[config.mk]
export PLATFORM = sky130hd
export DESIGN_NAME = fetch_trunc_unit
export DESIGN_NICKNAME = d
export VERILOG_FILES = /design/src/rtl/fetch_trunc_pkg.sv /design/src/rtl/ftu_step_ctrl.sv /design/src/rtl/ftu_slot_mask.sv /design/src/rtl/ftu_next_pc.sv /design/src/rtl/fetch_trunc_unit.sv
export SDC_FILE = /design/constraint.sdc
export NUM_CORES = 1
export LEC_CHECK = 0
export ABC_AREA = 1
export BUFFER_PORTS_ARGS = -buffer_cell sky130_fd_sc_hd__buf_2
export CAP_MARGIN = 10
export CORE_MARGIN = 2
export CORE_UTILIZATION = 35
export DETAILED_ROUTE_END_ITERATION = 12
export GPL_ROUTABILITY_DRIVEN = 0
export HOLD_SLACK_MARGIN = 0.03
export PLACE_DENSITY = 0.68
export SYNTH_ARGS = -nofsm -noshare
export SYNTH_HDL_FRONTEND = slang
export SYNTH_SLANG_ARGS = --single-unit
[constraint.sdc]
create_clock -name clk -period 3.8 [get_ports clk]
set_clock_uncertainty 0.2 [all_clocks]
set_input_delay 0 -clock clk [delete_from_list [all_inputs] [get_ports clk]]
set_output_delay 0 -clock clk [all_outputs]
set_load 0.05 [all_outputs]
[src/rtl/fetch_trunc_pkg.sv]
package fetch_trunc_pkg;
  typedef enum logic [1:0] {
    STEP_HOLD     = 2'd0,
    STEP_ADVANCE  = 2'd1,
    STEP_REDIRECT = 2'd2
  } fetch_step_e;
endpackage

[src/rtl/ftu_step_ctrl.sv]
module ftu_step_ctrl
  import fetch_trunc_pkg::*;
(
  input  logic        stall,
  input  logic        redir_valid,
  output fetch_step_e step
);
  always_comb begin
    if (redir_valid)  step = STEP_REDIRECT;
    else if (stall)   step = STEP_HOLD;
    else              step = STEP_ADVANCE;
  end
endmodule

[src/rtl/ftu_slot_mask.sv]
module ftu_slot_mask #(
  parameter int SLOTS   = 4,
  parameter int SLOT_IW = $clog2(SLOTS)
) (
  input  logic [SLOT_IW-1:0] entry_slot,
  input  logic               taken,
  input  logic [SLOT_IW-1:0] taken_slot,
  output logic [SLOTS-1:0]   mask
);
  for (genvar i = 0; i < SLOTS; i++) begin : g_slot
    localparam logic [SLOT_IW-1:0] IDX = SLOT_IW'(i);
    logic at_or_after_entry;
    logic before_cut;
    assign at_or_after_entry = (IDX >= entry_slot);
    assign before_cut        = !taken || (IDX <= taken_slot);
    assign mask[i]           = at_or_after_entry && before_cut;
  end
endmodule

[src/rtl/ftu_next_pc.sv]
module ftu_next_pc #(
  parameter int PC_W        = 32,
  parameter int GROUP_LSB   = 4,
  parameter int GROUP_BYTES = 16
) (
  input  logic [PC_W-GROUP_LSB-1:0] pc_hi,
  input  logic                      taken,
  input  logic [PC_W-1:0]           target,
  output logic [PC_W-1:0]           seq_pc,
  output logic [PC_W-1:0]           next_pc
);
  logic [PC_W-1:0] base;
  assign base    = {pc_hi, {GROUP_LSB{1'b0}}};
  assign seq_pc  = base + PC_W'(GROUP_BYTES);
  assign next_pc = taken ? target : seq_pc;
endmodule

[src/rtl/fetch_trunc_unit.sv]
module fetch_trunc_unit
  import fetch_trunc_pkg::*;
#(
  parameter int              SLOTS      = 4,
  parameter int              INSN_W     = 32,
  parameter int              PC_W       = 32,
  parameter int              INSN_BYTES = 4,
  parameter logic [PC_W-1:0] RESET_PC   = '0
) (
  input  logic                    clk,
  input  logic                    rst,
  output logic [PC_W-1:0]         fetch_pc,
  input  logic [SLOTS*INSN_W-1:0] imem_group,
  input  logic                    pred_taken,
  input  logic [$clog2(SLOTS)-1:0] pred_slot,
  input  logic [PC_W-1:0]         pred_target,
  input  logic                    stall,
  input  logic                    redir_valid,
  input  logic [PC_W-1:0]         redir_pc,
  output logic [SLOTS*INSN_W-1:0] grp_insns,
  output logic [SLOTS-1:0]        grp_valid,
  output logic [PC_W-1:0]         grp_pc
);
  localparam int SLOT_IW     = $clog2(SLOTS);
  localparam int GROUP_BYTES = SLOTS * INSN_BYTES;
  localparam int BYTE_LSB    = $clog2(INSN_BYTES);
  localparam int GROUP_LSB   = $clog2(GROUP_BYTES);

  logic [PC_W-1:0]         pc_q;
  logic [SLOTS*INSN_W-1:0] ins_q;
  logic [SLOTS-1:0]        vld_q;
  logic [PC_W-1:0]         gpc_q;

  fetch_step_e         step;
  logic [SLOT_IW-1:0]  entry_slot;
  logic [SLOTS-1:0]    slot_mask;
  logic [PC_W-1:0]     seq_pc;
  logic [PC_W-1:0]     next_pc;

  assign entry_slot = pc_q[GROUP_LSB-1:BYTE_LSB];

  ftu_step_ctrl u_step (
    .stall       (stall),
    .redir_valid (redir_valid),
    .step        (step)
  );

  ftu_slot_mask #(.SLOTS(SLOTS), .SLOT_IW(SLOT_IW)) u_mask (
    .entry_slot (entry_slot),
    .taken      (pred_taken),
    .taken_slot (pred_slot),
    .mask       (slot_mask)
  );

  ftu_next_pc #(.PC_W(PC_W), .GROUP_LSB(GROUP_LSB), .GROUP_BYTES(GROUP_BYTES)) u_npc (
    .pc_hi   (pc_q[PC_W-1:GROUP_LSB]),
    .taken   (pred_taken),
    .target  (pred_target),
    .seq_pc  (seq_pc),
    .next_pc (next_pc)
  );

  always_ff @(posedge clk) begin
    if (rst) begin
      pc_q  <= RESET_PC;
      vld_q <= '0;
      ins_q <= '0;
      gpc_q <= '0;
    end else begin
      case (step)
        STEP_REDIRECT: begin
          pc_q  <= redir_pc;
          vld_q <= '0;
        end
        STEP_ADVANCE: begin
          pc_q  <= next_pc;
          vld_q <= slot_mask;
          ins_q <= imem_group;
          gpc_q <= pc_q;
        end
        default: ;
      endcase
    end
  end

  assign fetch_pc  = pc_q;
  assign grp_insns = ins_q;
  assign grp_valid = vld_q;
  assign grp_pc    = gpc_q;

  p_stall_hold_r8: assert property (@(posedge clk) disable iff (rst)
    (stall && !redir_valid) |=> ($stable(fetch_pc) && $stable(grp_valid)
                                 && $stable(grp_insns) && $stable(grp_pc)));

  p_redirect_r7: assert property (@(posedge clk) disable iff (rst)
    redir_valid |=> (fetch_pc == $past(redir_pc) && grp_valid == '0));

  p_seq_advance_r2: assert property (@(posedge clk) disable iff (rst)
    (!stall && !redir_valid && !pred_taken) |=> (fetch_pc == $past(seq_pc)));

  p_taken_target_r4: assert property (@(posedge clk) disable iff (rst)
    (!stall && !redir_valid && pred_taken) |=> (fetch_pc == $past(pred_target)));

  p_cut_above_r3: assert property (@(posedge clk) disable iff (rst)
    (!stall && !redir_valid && pred_taken)
      |=> ((32'(grp_valid) >> (int'($past(pred_slot)) + 1)) == 0));

  p_entry_below_r6: assert property (@(posedge clk) disable iff (rst)
    (!stall && !redir_valid)
      |=> ((grp_valid & ((SLOTS'(1) << $past(entry_slot)) - SLOTS'(1))) == '0));

  p_group_capture_r9: assert property (@(posedge clk) disable iff (rst)
    (!stall && !redir_valid) |=> (grp_pc == $past(fetch_pc) && grp_insns == $past(imem_group)));
endmodule

======== After elaboration in Yosys (flattened, before gate mapping) ========
Cells that the tools add are included.
word-level totals
  flip-flop bits (word level) ............. 196
  input bits .............................. 199
  output and inout bits ................... 196
  logic and storage cells ................. 30
operators by class
  add/subtract/negate cells ............... 1
  magnitude comparators ................... 8
  equality and inequality tests ........... 2
  mux-type cells .......................... 5
  reductions and logical operators ........ 10
operators with widths
  cell                                                                                 number
  32-bit case mux with 2 select lines                                                  1
  32-bit by 5-bit adder with 32-bit output (second input constant)                     1
  32-bit 2-to-1 mux                                                                    1
  4-bit case mux with 2 select lines                                                   1
  1-bit by 2-bit greater-or-equal comparator with 1-bit output (first input constant)  2
  2-bit greater-or-equal comparator (first input constant)                             2
  1-bit by 2-bit <= comparator with 1-bit output (first input constant)                2
  2-bit <= comparator (first input constant)                                           2
  1-bit logical AND                                                                    4
  1-bit logical OR                                                                     4
  2-bit by 1-bit equality test with 1-bit output (second input constant)               1
  2-bit equality test (second input constant)                                          1
  2-bit 2-to-1 mux                                                                     1
  2-bit nonzero test                                                                   1
  1-bit zero test                                                                      1
  1-bit 2-to-1 mux                                                                     1

======== Depth between registers and ports, before layout ========
  depth in word-level cells ............... 4
  depth in mapped cells ................... 10
  depth with buffers taken out ............ 10

======== Cells and area by module ========
A second synthesis with hierarchy kept.
unflattened totals
  cell total of the unflattened synthesis .. 1,253
  area total of the unflattened synthesis .. 8,587.0 µm²
modules (own cells, without submodules)
  module            instances  cells an instance  area each (µm²)
  fetch_trunc_unit  1          988                7,335.8
  ftu_next_pc       1          254                1,197.4
  ftu_slot_mask     1          9                  42.5
  ftu_step_ctrl     1          2                  11.3

======== Worst setup path after synthesis ========
OpenSTA, ideal clock, no wires.
  path kind ............................... register to register
  start ................................... reg pc_q[5] (netlist: fetch_pc[5])
  end ..................................... reg pc_q[18] (netlist: fetch_pc[18])
  data arrival time ....................... 1,807 ps
  setup slack ............................. 1,664 ps
  stages on the path, launching flop included .. 9
  buffers on the path ..................... 0
  clock period less this slack ............ 2,136 ps
  cells stage by stage .................... dfxtp_1 > ha_1 > nand3_1 > nor2_1 > nand3_1 > nand2_1 > nand3_1 > a21oi_1 > nor2_1
between the ends
  longest elaborated chain between the ends .. 3
ends and longest elaborated chain
  what                                      line                    RTL
  from (decl)                               fetch_trunc_unit.sv:29  logic [PC_W-1:0] pc_q;
  from (signal assigned)                    fetch_trunc_unit.sv:72  pc_q <= redir_pc;
  from (signal assigned)                    fetch_trunc_unit.sv:76  pc_q <= next_pc;
  32-bit by 5-bit adder with 32-bit output  ftu_next_pc.sv:14       assign seq_pc = base + PC_W'(GROUP_BYTES);
  32-bit 2-to-1 mux                         ftu_next_pc.sv:15       assign next_pc = taken ? target : seq_pc;
  32-bit case mux with 2 select lines       fetch_trunc_unit.sv:70  case (step)
Every way passes these cells.
A chain may end at the register's enable or synchronous reset.

======== Final worst setup path ========
Ends and elaborated chain as after synthesis.

==> results.cfg <==
[setup_path]
ff2ff_setup_slack_ps = 580
path_class = reg2reg
r2r_end = fetch_pc[18]$_SDFFE_PP0P_
worstSetupEndpoint = fetch_pc[18]$_SDFFE_PP0P_
end_kind = register
cp.arrival_ps = 3330
cp-startpoint = fetch_pc[5]$_SDFFE_PP0P_
crit_required_ps = 3920
crit_path_max_fanout = 6
rr_worst_depth = 10
timing.rr.start = fetch_pc[5]$_SDFFE_PP0P_
start_kind = register

[placed_design]
dp_hpwl_mm = 19.8
port_buffers = 394
placed_cell_area_mm2 = 0.0101

[status]
outcome = complete, no violations

[timing]
min_period_ps = 3220
fmax_ghz = 0.311
max_slew_margin_pct = 42.4
whs_ps = 5.24
slew_viol_final = 0
setup_viol = 0
hold_violations = 0
rsz0062_at_grt = false
fin_tns_setup_ps = 0
worst_pin_slew_ps = 865
post-route-period-util_pct = 84.6

[floorplanning]
die_w_um = 156
core.rowCount = 55
pin_count = 395
die_h_um = 156
start_util_pct = 35.6
core-area_mm2 = 0.0226
dieArea_mm2 = 0.0242

[cts]
cts_tree = yes
post_cts_resized = 0
clk_latency_ps = 430
htreeDepth = 4
cts_buffers = 17
path_clk_slew_ps = 80
ctsHoldBuffers = 227
cts_buffer_depth = 2
ctsRootBufferMaster = clkbuf_16
clock-sinks = 196
cts_setup_buffers = 0

[synthesis]
synthTopCellsByArea = dfxtp_1 (49%), nor2_1 (17%), o21ai_0 (12%)
synth_top_area_cell = dfxtp_1
synthTopCellsByCount = nor2_1 (355), dfxtp_1 (196), o21ai_0 (194), nand2_1 (125), a21oi_1 (50)
yosys_most_used_dff = dfxtp_1
synth.net_count = 1329
yosysSeqAreaShare_pct = 48.8
synthCells = 1129
synth_top_area_share_pct = 48.8
avgSynthCellArea_um2 = 7.12
ys_warn_count = 0
async_flop_share_pct = 0
synth_edf_count = 0
ys_seq_elements = 196
synth.most_common_cell = nor2_1
synth_cell_types = 29
syn-cell-area_mm2 = 0.00804

[global_route]
grt-ovfl-total = 0
grt_pass1_wl_mm = 50.3
grt_max_degree = 193
grt_pass1_vias = 9987
antenna_found_initial = 1
globalRouteTotalUtil_pct = 25.8

[power]
total_power_mw = 5.40
power_leakage_nw = 6.26
p_sw_mw = 1.89
cellPowerDensity_mw_per_mm2 = 416
combPwrFrac_pct = 24.1
peakVddDrop_mv = 0.258
power_frac_clock_pct = 33.6
p_seq_share_pct = 42.3
swShare_pct = 35.0
intPower_mw = 3.51

[finish]
final_area_mm2 = 0.0130
syn_to_final_growth_pct = 61.6
fin_nets = 1902
drive_gt1_share_pct = 26.6

[detailed_routing]
met3_length_mm = 2.79
drc = 0
drtPass1Iterations = 5
routed.top_layer = met4
avgViaCountPerCell = 4.96
routedWlPerCell_um = 16.1
ant_nets = 0
wl_mm = 32.3
drtIter0Drc = 697
wl_met1_mm = 12.5
vias = 9932
wl_met2_mm = 15.3

[hold_path]
hold_start = stall
hold_class = in2reg
whs_path_depth = 4

[flow_run]
max_cap_viol_count = 0
[critical path, cell delays in order, from the launching register on]
cell           delay, ps
dfxtp_1              470
ha_1                 260
nand3_1              160
nor2_1               380
nand3_1              120
nand2_1               80
nand3_1               70
a21oi_1              170
dlygate4sd3_1        570
nor2_1                40
dlygate4sd3_1        590
[worst min path at each step]
| stage | to | slack, ps |
|---|---|---|
| final | grp_pc[23]$_SDFFE_PP0P_ | 5 |
| after global routing | grp_insns[126]$_SDFFE_PP0P_ | 120 |
| after CTS | grp_insns[16]$_SDFFE_PP0P_ | 100 |
| after detailed placement | grp_insns[13]$_SDFFE_PP0P_ | 30 |
| after global placement | grp_insns[12]$_SDFFE_PP0P_ | 20 |
| after floorplan | grp_insns[64]$_SDFFE_PP0P_ | -70 |
[through the flow]
stage,cells,setup slack [ps],util [%]
CTS,2000,658,57.5
detailed placement,1741,1740,44.9
global route,2001,320,57.5
floorplan,1129,1660,-
finish,2003,585,57.6
global placement,1741,1800,44.9
[cell usage in the layout (no fill, tap or decap)]
master,Yosys,layout
nor2_1,355,355
nor2_2,9,9
a21oi_2,4,4
a21oi_1,50,50
ha_1,1,1
buf_12,0,3
buf_2,22,394
buf_4,4,2
inv_1,45,44
dlygate4sd3_1,0,227
a211oi_1,1,1
clkinv_4,0,1
inv_2,3,2
clkbuf_1,44,1
inv_8,0,4
o21ai_0,194,194
nor2_4,4,4
xor2_1,7,7
clkinvlp_4,0,1
nand2_1,125,125
inv_4,0,2
inv_12,0,1
o221ai_1,5,5
nand4_1,5,5
o21ai_1,1,1
dfxtp_1,196,196
clkbuf_16,0,17
xnor2_1,2,2
nor3_1,1,1
a31oi_1,9,9
clkinv_8,0,2
diode_2,0,3
nand2_2,4,4
nand3_1,33,33
nand2_4,1,1
nand3_2,1,1
o31ai_1,1,1
inv_6,0,5
[state kept, by name (all words and copies together) (netlist names)]
register,count
fetch_pc,32
grp_insns,128
grp_valid,4
grp_pc,32
[per-layer routing]
metal  up-vias  GRT usage, %
met2       522          43.4
li1       4792             -
met1      4503          30.0
met5         -             0
met3       115          6.08
met4         0          14.9
[kinds of logic (layout without fill, tap and decap cells)]
| family | count (synthesis) | after routing | share of synthesized area [%] |
|---|---|---|---|
| xor gates and xnor gates | 9 | 9 | 0.980 |
| and+or+nand+nor | 538 | 538 | 26.7 |
| DFF | 196 | 196 | 48.8 |
| adders and majority gates | 1 | 1 | 0.156 |
| buffers and inverters | 120 | 706 | 6.22 |
| other | 0 | 3 | 0 |
| AOI/OAI and AO/OA | 265 | 265 | 17.1 |
[power groups by stage]
stage	logic, mW	registers (mW)	clock network (mW)
2_1_floorplan	0.282	2.79	0
3_3_place_gp	1.08	2.32	0
3_5_place_dp	1.09	2.33	0
4_1_cts	1.28	2.28	1.86
5_1_grt	1.38	2.30	1.93
6_report	1.30	2.29	1.81
[area by class of cell]
| type | count | area [um^2] |
|---|---|---|
| well taps | 285 | 357 |
| fillers | 1982 | 9580 |
| clock inverters | 14 | 154 |
| diodes | 3 | 7.51 |
| inverters | 48 | 185 |
| repair buffers | 626 | 4320 |
| flip-flops and latches | 196 | 3920 |
| clock buffers | 18 | 429 |
| multi-input cells | 813 | 3620 |
(Power assumes the default switching activity.)
